### src/rtl/spi_cmd_pkg.sv
package spi_cmd_pkg;

  localparam int CMD_W  = 8;
  localparam int CFG_W  = 4;
  localparam int N_OUT  = 2;
  localparam int SEL_W  = 3;

  typedef enum logic [2:0] {
    A_STAT   = 3'b000,
    A_CTRL   = 3'b001,
    A_LIMIT  = 3'b010,
    A_DETECT = 3'b011,
    A_INPUT  = 3'b100,
    A_TIMING = 3'b101,
    A_IDLE   = 3'b110,
    A_SUPPLY = 3'b111
  } reg_addr_e;

  typedef struct packed {
    logic              chan;
    reg_addr_e         addr;
    logic [CFG_W-1:0]  data;
  } cmd_t;

  // Watchdog window length in clock cycles for a given period select.
  function automatic int unsigned wd_span(input int unsigned base, input logic [1:0] sel);
    return base << sel;
  endfunction

  // Status byte returned first in every frame: selector echo plus payload.
  function automatic logic [CMD_W-1:0] status_word(
    input logic [SEL_W-1:0] sel,
    input logic             wd_exp,
    input logic [CFG_W-1:0] flt0,
    input logic [CFG_W-1:0] flt1,
    input logic [CFG_W-1:0] ctrl,
    input logic [CFG_W-1:0] lim0,
    input logic [CFG_W-1:0] lim1,
    input logic [CFG_W-1:0] det0,
    input logic [CFG_W-1:0] det1,
    input logic             uv,
    input logic             ov
  );
    logic [4:0] pay;
    case (sel)
      3'd0:    pay = {wd_exp, |flt1, |flt0, uv, ov};
      3'd1:    pay = {1'b0, ctrl};
      3'd2:    pay = {1'b0, lim0};
      3'd3:    pay = {1'b0, lim1};
      3'd4:    pay = {1'b0, det0};
      3'd5:    pay = {1'b0, det1};
      3'd6:    pay = {1'b0, flt0};
      default: pay = {1'b0, flt1};
    endcase
    return {sel, pay};
  endfunction

endpackage

### src/rtl/spi_pin_sync.sv
module spi_pin_sync #(
  parameter int          STAGES    = 2,
  parameter int          N         = 3,
  parameter logic [N-1:0] RESET_VAL = '0
) (
  input  logic         clk,
  input  logic         rst_n,
  input  logic [N-1:0] pin_raw,
  output logic [N-1:0] level,
  output logic [N-1:0] rise,
  output logic [N-1:0] fall
);

  for (genvar i = 0; i < N; i++) begin : g_pin
    logic [STAGES-1:0] chain;
    logic              prev;

    always_ff @(posedge clk or negedge rst_n) begin
      if (!rst_n) begin
        chain <= {STAGES{RESET_VAL[i]}};
        prev  <= RESET_VAL[i];
      end else begin
        chain <= {chain[STAGES-2:0], pin_raw[i]};
        prev  <= chain[STAGES-1];
      end
    end

    assign level[i] = chain[STAGES-1];
    assign rise[i]  = chain[STAGES-1] & ~prev;
    assign fall[i]  = ~chain[STAGES-1] & prev;
  end

endmodule

### src/rtl/spi_frame_shifter.sv
module spi_frame_shifter
  import spi_cmd_pkg::*;
(
  input  logic             clk,
  input  logic             rst_n,
  input  logic             in_frame,
  input  logic             frame_start,
  input  logic             frame_end,
  input  logic             sclk_rise,
  input  logic             sclk_fall,
  input  logic             mosi_s,
  input  logic [CMD_W-1:0] status_in,
  output logic             miso,
  output logic             commit,
  output logic [CMD_W-1:0] word
);

  localparam int PH_W = $clog2(CMD_W);

  logic [CMD_W-1:0] rx_q;
  logic [CMD_W-1:0] tx_q;
  logic             samp_q;
  logic [PH_W-1:0]  phase_q;
  logic             any_q;

  always_ff @(posedge clk or negedge rst_n) begin
    if (!rst_n) begin
      rx_q    <= '0;
      tx_q    <= '0;
      samp_q  <= 1'b0;
      phase_q <= '0;
      any_q   <= 1'b0;
    end else if (frame_start) begin
      tx_q    <= status_in;
      phase_q <= '0;
      any_q   <= 1'b0;
    end else if (in_frame) begin
      if (sclk_rise) begin
        rx_q    <= {rx_q[CMD_W-2:0], mosi_s};
        samp_q  <= mosi_s;
        phase_q <= (phase_q == PH_W'(CMD_W-1)) ? '0 : phase_q + 1'b1;
        any_q   <= 1'b1;
      end
      if (sclk_fall) begin
        tx_q <= {tx_q[CMD_W-2:0], samp_q};
      end
    end
  end

  assign commit = frame_end && any_q && (phase_q == '0);
  assign word   = rx_q;
  assign miso   = in_frame ? tx_q[CMD_W-1] : 1'b0;

endmodule

### src/rtl/spi_cmd_regs.sv
module spi_cmd_regs
  import spi_cmd_pkg::*;
#(
  parameter logic [SEL_W-1:0] STAT_DEFAULT = 3'b000
) (
  input  logic                        clk,
  input  logic                        rst_n,
  input  logic                        commit,
  input  cmd_t                        cmd,
  output logic [SEL_W-1:0]            stat_sel,
  output logic [CFG_W-1:0]            ctrl_q,
  output logic [N_OUT-1:0][CFG_W-1:0] lim_q,
  output logic [N_OUT-1:0][CFG_W-1:0] det_q,
  output logic [N_OUT-1:0][CFG_W-1:0] inp_q,
  output logic [2:0]                  dly_q,
  output logic [1:0]                  wdsel_q,
  output logic                        uv_q,
  output logic                        ov_q
);

  // Per-output configuration registers, steered by the channel bit.
  for (genvar ch = 0; ch < N_OUT; ch++) begin : g_out
    logic hit;
    assign hit = commit && (cmd.chan == 1'(ch));

    always_ff @(posedge clk or negedge rst_n) begin
      if (!rst_n) begin
        lim_q[ch] <= '0;
        det_q[ch] <= '0;
        inp_q[ch] <= '0;
      end else if (hit) begin
        if (cmd.addr == A_LIMIT)  lim_q[ch] <= cmd.data;
        if (cmd.addr == A_DETECT) det_q[ch] <= cmd.data;
        if (cmd.addr == A_INPUT)  inp_q[ch] <= cmd.data;
      end
    end
  end

  // Shared registers.
  always_ff @(posedge clk or negedge rst_n) begin
    if (!rst_n) begin
      stat_sel <= STAT_DEFAULT;
      ctrl_q   <= '0;
      dly_q    <= '0;
      wdsel_q  <= '0;
      uv_q     <= 1'b0;
      ov_q     <= 1'b0;
    end else if (commit) begin
      case (cmd.addr)
        A_STAT:   stat_sel <= cmd.data[SEL_W-1:0];
        A_CTRL:   ctrl_q   <= cmd.data;
        A_TIMING: begin
          if (cmd.chan) wdsel_q <= cmd.data[1:0];
          else          dly_q   <= cmd.data[2:0];
        end
        A_SUPPLY: begin
          if (cmd.chan) begin
            uv_q <= cmd.data[1];
            ov_q <= cmd.data[0];
          end
        end
        default: ;
      endcase
    end
  end

endmodule

### src/rtl/spi_wdog.sv
module spi_wdog
  import spi_cmd_pkg::*;
#(
  parameter int unsigned WD_BASE = 1024,
  parameter int          CNT_W   = 14
) (
  input  logic             clk,
  input  logic             rst_n,
  input  logic             commit,
  input  logic             d7,
  input  logic [1:0]       sel,
  output logic             toggle,
  output logic             expired,
  output logic [CNT_W-1:0] cnt
);

  logic             hist_v;
  logic             last_d7;
  logic [CNT_W-1:0] limit;

  assign limit  = CNT_W'(wd_span(WD_BASE, sel));
  assign toggle = commit && (!hist_v || (d7 != last_d7));

  always_ff @(posedge clk or negedge rst_n) begin
    if (!rst_n) begin
      hist_v  <= 1'b0;
      last_d7 <= 1'b0;
    end else if (commit) begin
      hist_v  <= 1'b1;
      last_d7 <= d7;
    end
  end

  always_ff @(posedge clk or negedge rst_n) begin
    if (!rst_n) begin
      cnt     <= '0;
      expired <= 1'b0;
    end else if (toggle) begin
      cnt     <= '0;
      expired <= 1'b0;
    end else if (!expired) begin
      if (cnt >= limit - 1'b1) expired <= 1'b1;
      else                     cnt     <= cnt + 1'b1;
    end
  end

endmodule

### src/rtl/spi_cmd_decoder.sv
module spi_cmd_decoder
  import spi_cmd_pkg::*;
#(
  parameter int          SYNC_STAGES  = 2,
  parameter int unsigned WD_BASE      = 1024,
  parameter logic [2:0]  STAT_DEFAULT = 3'b000
) (
  input  logic       clk,
  input  logic       rst_n,
  input  logic       spi_sclk,
  input  logic       spi_cs_n,
  input  logic       spi_mosi,
  output logic       spi_miso,
  input  logic [3:0] fault0,
  input  logic [3:0] fault1,
  output logic [1:0] out_on,
  output logic [1:0] sense_en,
  output logic [7:0] limit_cfg,
  output logic [7:0] detect_cfg,
  output logic [7:0] input_cfg,
  output logic [2:0] delay_cfg,
  output logic [1:0] wd_sel,
  output logic       uv_dis,
  output logic       ov_dis,
  output logic       wd_expired
);

  localparam int WD_CNT_W = $clog2(WD_BASE) + 4;

  // Pin index: 0 = chip select, 1 = serial clock, 2 = data in.
  logic [2:0] pin_lvl, pin_rise, pin_fall;

  spi_pin_sync #(
    .STAGES    (SYNC_STAGES),
    .N         (3),
    .RESET_VAL (3'b001)
  ) u_sync (
    .clk     (clk),
    .rst_n   (rst_n),
    .pin_raw ({spi_mosi, spi_sclk, spi_cs_n}),
    .level   (pin_lvl),
    .rise    (pin_rise),
    .fall    (pin_fall)
  );

  logic                        in_frame;
  logic                        cmd_commit;
  logic [CMD_W-1:0]            cmd_word;
  logic [CMD_W-1:0]            stat_byte;
  logic [SEL_W-1:0]            stat_sel;
  logic [CFG_W-1:0]            ctrl_q;
  logic [N_OUT-1:0][CFG_W-1:0] lim_q, det_q, inp_q;
  logic                        wd_toggle;
  logic                        wd_exp;
  logic [WD_CNT_W-1:0]         wd_cnt;
  cmd_t                        cmd;

  assign in_frame = ~pin_lvl[0];
  assign cmd      = cmd_t'(cmd_word);

  spi_frame_shifter u_shift (
    .clk         (clk),
    .rst_n       (rst_n),
    .in_frame    (in_frame),
    .frame_start (pin_fall[0]),
    .frame_end   (pin_rise[0]),
    .sclk_rise   (pin_rise[1]),
    .sclk_fall   (pin_fall[1]),
    .mosi_s      (pin_lvl[2]),
    .status_in   (stat_byte),
    .miso        (spi_miso),
    .commit      (cmd_commit),
    .word        (cmd_word)
  );

  spi_cmd_regs #(
    .STAT_DEFAULT (STAT_DEFAULT)
  ) u_regs (
    .clk      (clk),
    .rst_n    (rst_n),
    .commit   (cmd_commit),
    .cmd      (cmd),
    .stat_sel (stat_sel),
    .ctrl_q   (ctrl_q),
    .lim_q    (lim_q),
    .det_q    (det_q),
    .inp_q    (inp_q),
    .dly_q    (delay_cfg),
    .wdsel_q  (wd_sel),
    .uv_q     (uv_dis),
    .ov_q     (ov_dis)
  );

  spi_wdog #(
    .WD_BASE (WD_BASE),
    .CNT_W   (WD_CNT_W)
  ) u_wdog (
    .clk     (clk),
    .rst_n   (rst_n),
    .commit  (cmd_commit),
    .d7      (cmd.chan),
    .sel     (wd_sel),
    .toggle  (wd_toggle),
    .expired (wd_exp),
    .cnt     (wd_cnt)
  );

  assign stat_byte  = status_word(stat_sel, wd_exp, fault0, fault1, ctrl_q,
                                  lim_q[0], lim_q[1], det_q[0], det_q[1],
                                  uv_dis, ov_dis);

  assign sense_en   = {ctrl_q[3], ctrl_q[1]};
  assign out_on     = {ctrl_q[2], ctrl_q[0]} & ~{2{wd_exp}};
  assign limit_cfg  = lim_q;
  assign detect_cfg = det_q;
  assign input_cfg  = inp_q;
  assign wd_expired = wd_exp;

endmodule

### config.mk
export PLATFORM = sky130hd
export DESIGN_NAME = spi_cmd_decoder
export DESIGN_NICKNAME = d
export VERILOG_FILES = /design/src/rtl/spi_cmd_pkg.sv /design/src/rtl/spi_pin_sync.sv /design/src/rtl/spi_frame_shifter.sv /design/src/rtl/spi_cmd_regs.sv /design/src/rtl/spi_wdog.sv /design/src/rtl/spi_cmd_decoder.sv
export SDC_FILE = /design/constraint.sdc
export NUM_CORES = 1
export LEC_CHECK = 0
export BUFFER_PORTS_ARGS = -buffer_cell sky130_fd_sc_hd__buf_2
export CORE_MARGIN = 10
export CORE_UTILIZATION = 60
export DETAILED_ROUTE_END_ITERATION = 6
export PLACE_DENSITY = 0.78
export RECOVER_POWER = 25
export SETUP_SLACK_MARGIN = 0.1
export SYNTH_ARGS = -nofsm -noshare
export SYNTH_HDL_FRONTEND = slang
export SYNTH_SLANG_ARGS = --single-unit
### constraint.sdc
create_clock -name clk -period 4.4 [get_ports clk]
set_clock_uncertainty 0.1 [all_clocks]
set_input_delay 0.22 -clock clk [delete_from_list [all_inputs] [get_ports clk]]
set_output_delay 0.22 -clock clk [all_outputs]
set_load 0.01 [all_outputs]
==> results.yml <==
status:
  status: "finished, violations left"
  failed_checks: "max-capacitance violations, max-slew violations"
critical_path:
  path_class: "reg -> reg"
  cpMaxStageDelayCell: "a211oi_2"
  cp_max_fo: 17
  cpPeakStageDelay_ns: 0.95
  crit_chain: "nand4b_4, a211oi_2, nor2b_1, mux2_2"
  worst_setup_path_start_kind: "flop"
  worstPathRequired_ns: 4.53
  worst-endpoint-arrival_ns: 2.72
  critPathCaptureType: "flop"
  cp_top_family: "compound AO/OA/AOI/OAI gates"
  path_buf_inv: 0
cts:
  cts.clk_slew.worst_paths_ns: 0.08
  ctsResizeCount: 0
  clkLatencyLatePin_ns: 0.35
  numClockSinks: 83
  cts-root-buf: "clkbuf_8"
  cts_setup_buffers: 0
  cts.path.max_buffers: 2
  tritoncts: "built"
  cts_buffers: 9
  cts_htree_levels: 3
layout:
  most-common-layout-cells: "80 x dfrtp_1, 46 x mux2_2, 34 x clkbuf_1"
  mostFrequentLayoutCell: "dfrtp_1"
  syn2layout_area_growth_pct: 11.7
  drive_gt1_share_pct: 26.8
  multi_input_area_sq_um: 1820
  nFillCells: 488
  fin_util_pct: 70.1
  diodes: 0
  layout.nets: 397
  regArea_sq_um: 2080
routing:
  final_antenna_net_count: 0
  wl_per_cell_microns: 18.4
  drc_errors: 0
  wl_microns: 8400
  via_count: 2760
  avgViaCountPerCell: 6.04
  dr.first_iter.drc_count: 126
  first_pass_iters: 4
floorplan:
  core_sq_um: 6420
  die_x_microns: 102
  rows: 29
  initial_core_util_pct: 62.8
  die_h_microns: 102
  dieArea_sq_um: 10400
  io_pins: 50
yosys:
  syn_inst: 329
  synth_edf_count: 0
  synthArstFlopShare_pct: 100
  synth-seq-cells: 83
  avgSynthCellArea_sq_um: 12.3
  yosysWarnings: 0
  synth_cell_types: 52
  synthFlopType: "dfrtp_1"
  synth_top_area_cell: "dfrtp_1"
  synth_top_area_share_pct: 49.7
  syn_nets: 350
  yosysSeqAreaShare_pct: 51.6
  synth_area_sq_um: 4030
  synth_area_leaders: "dfrtp_1 50%, mux2_2 13%, mux4_2 2.8%"
sta:
  setup-tns-final_ns: 0
  setup_viol: 0
  slew_headroom_pct: -30.8
  fmax_mhz: 386
  finalCriticalPeriod_ns: 2.59
  finalCritPeriodShare_pct: 58.8
  grt_setup_unrepaired: "no"
  worst_pin_slew_ns: 1.96
  fin_hold_ws_ns: 0.126
  final_hold_viol_count: 0
  fin_ws_ns: 1.81
  slew_violations: 84
global_route:
  gr-total-overflow: 0
  grt_use_total_pct: 17.7
  grt_pass1_wl_microns: 14500
  grt_pass1_vias: 2858
  antenna_found_initial: 0
  grt_max_degree: 84
place:
  dp_hpwl_microns: 5970
  dp_slack_ns: 1.94
  gp_congestion: 0.851
  io_buffers: 49
pwr:
  p_leak_nw: 2.00
  finalPower_mw: 1.97
  p_per_area_nw_per_um2: 437
  irDropWorstVdd_v: 0.000277
flow_run:
  maxCapViolCount: 1
hold_path:
  hp-class: "in -> reg"
==> cell usage after synthesis (2+ instances only) <==
cell type and instances:
clkbuf_1 8, nor2_1 14, mux2_4 3, nand3_1 8, inv_1 10, nand3b_1 3, ha_1 8, or3_1 2
nand2b_1 3, o21ai_0 12, buf_4 4, nor2b_1 7, and3_1 3, a21oi_1 16, nor4_1 3, or4_1 10
nand4_1 6, dfstp_2 3, a22oi_1 2, o211ai_1 3, dfrtp_1 80, mux4_2 5, mux2_2 46, a211oi_2 2
nand2_1 15, o22ai_1 3, buf_2 6, mux2i_1 11, o31ai_1 10
==> kinds of logic after synthesis <==
| group | after synthesis | share of synthesized area (%) |
|---|---|---|
| and+or+nand+nor | 88 | 13.9 |
| adders and majority gates | 8 | 2.48 |
| buffers and inverters | 28 | 3.17 |
| other | 1 | 0.0930 |
| AOI/OAI and AO/OA | 55 | 9.00 |
| DFF | 83 | 51.6 |
| muxes | 65 | 19.5 |
| xor gates and xnor gates | 1 | 0.217 |
==> area by class of cell <==
| class | count | share of cell area [%] |
|---|---|---|
| Sequential cell | 83 | 46.2 |
| Multi-Input combinational cell | 218 | 40.5 |
| Timing Repair Buffer | 54 | 5.56 |
| Clock buffer | 9 | 2.75 |
| Tap cell | 77 | 2.14 |
| Clock inverter | 6 | 2.00 |
| Inverter | 10 | 0.834 |
==> flip-flops by register name (all words and copies together) (netlist names) <==
signal              cells
u_wdog.expired          1
u_shift.phase_q         3
u_regs.inp_q            8
u_wdog.cnt             14
u_regs.uv_q             1
u_regs.lim_q            8
u_wdog.hist_v           1
u_regs.ov_q             1
u_regs.ctrl_q           4
u_wdog.last_d7          1
u_regs.wdsel_q          2
u_sync.g_pin.prev       2
u_regs.stat_sel         3
u_regs.det_q            8
u_shift.tx_q            8
u_shift.word            8
u_shift.any_q           1
u_regs.dly_q            3
u_sync.g_pin.chain      6
==> stage by stage <==
| step | std cells | area, sq um |
|---|---|---|
| floorplan | 329 | 4030 |
| global placement | 438 | 4290 |
| detailed placement | 438 | 4290 |
| CTS | 457 | 4550 |
| global route | 457 | 4500 |
| finish | 457 | 4500 |
==> path summary, 6_finish.rpt <==
kind	endpoint	slack [ns]	cells after the start	from
max in group asynchronous	u_regs.det_q[7]	2.19	2	rst_n
setup / recovery	u_wdog.cnt[5]	1.81	4	u_sync.g_pin[0].chain[1]
min in group asynchronous	u_shift.tx_q[3]	0.86	2	rst_n
hold reg to reg	u_sync.g_pin[2].chain[1]	0.26	0	u_sync.g_pin[2].chain[0]
setup reg to reg	u_wdog.cnt[5]	1.81	4	u_sync.g_pin[0].chain[1]
hold / removal	u_shift.tx_q[0]	0.13	3	fault1[0]
==> power breakdown <==
part	switching [mW]	total, mW	internal, mW
sequential	0.186	1.05	0.863
combinational	0.139	0.328	0.189
clock	0.272	0.590	0.318
total	0.597	1.97	1.37
==> layer usage <==
metal,vias up,wire [microns],track usage [%]
li1,1313,-,-
met1,1379,3950,23.6
met2,59,3980,27.5
met3,9,380,5.20
met4,0,83,4.66
met5,-,0,0
==> what timing repair did <==
item                       CTS  global route
hold buffers                 4             0
setup endpoints to repair    0             0
hold endpoints to repair    83             0
==> worst min-delay path: stages <==
cell,delay [ns]
buf_2,0.09
o21ai_0,0.08
o22ai_1,0.14
Power figures use the tool's default switching activity.
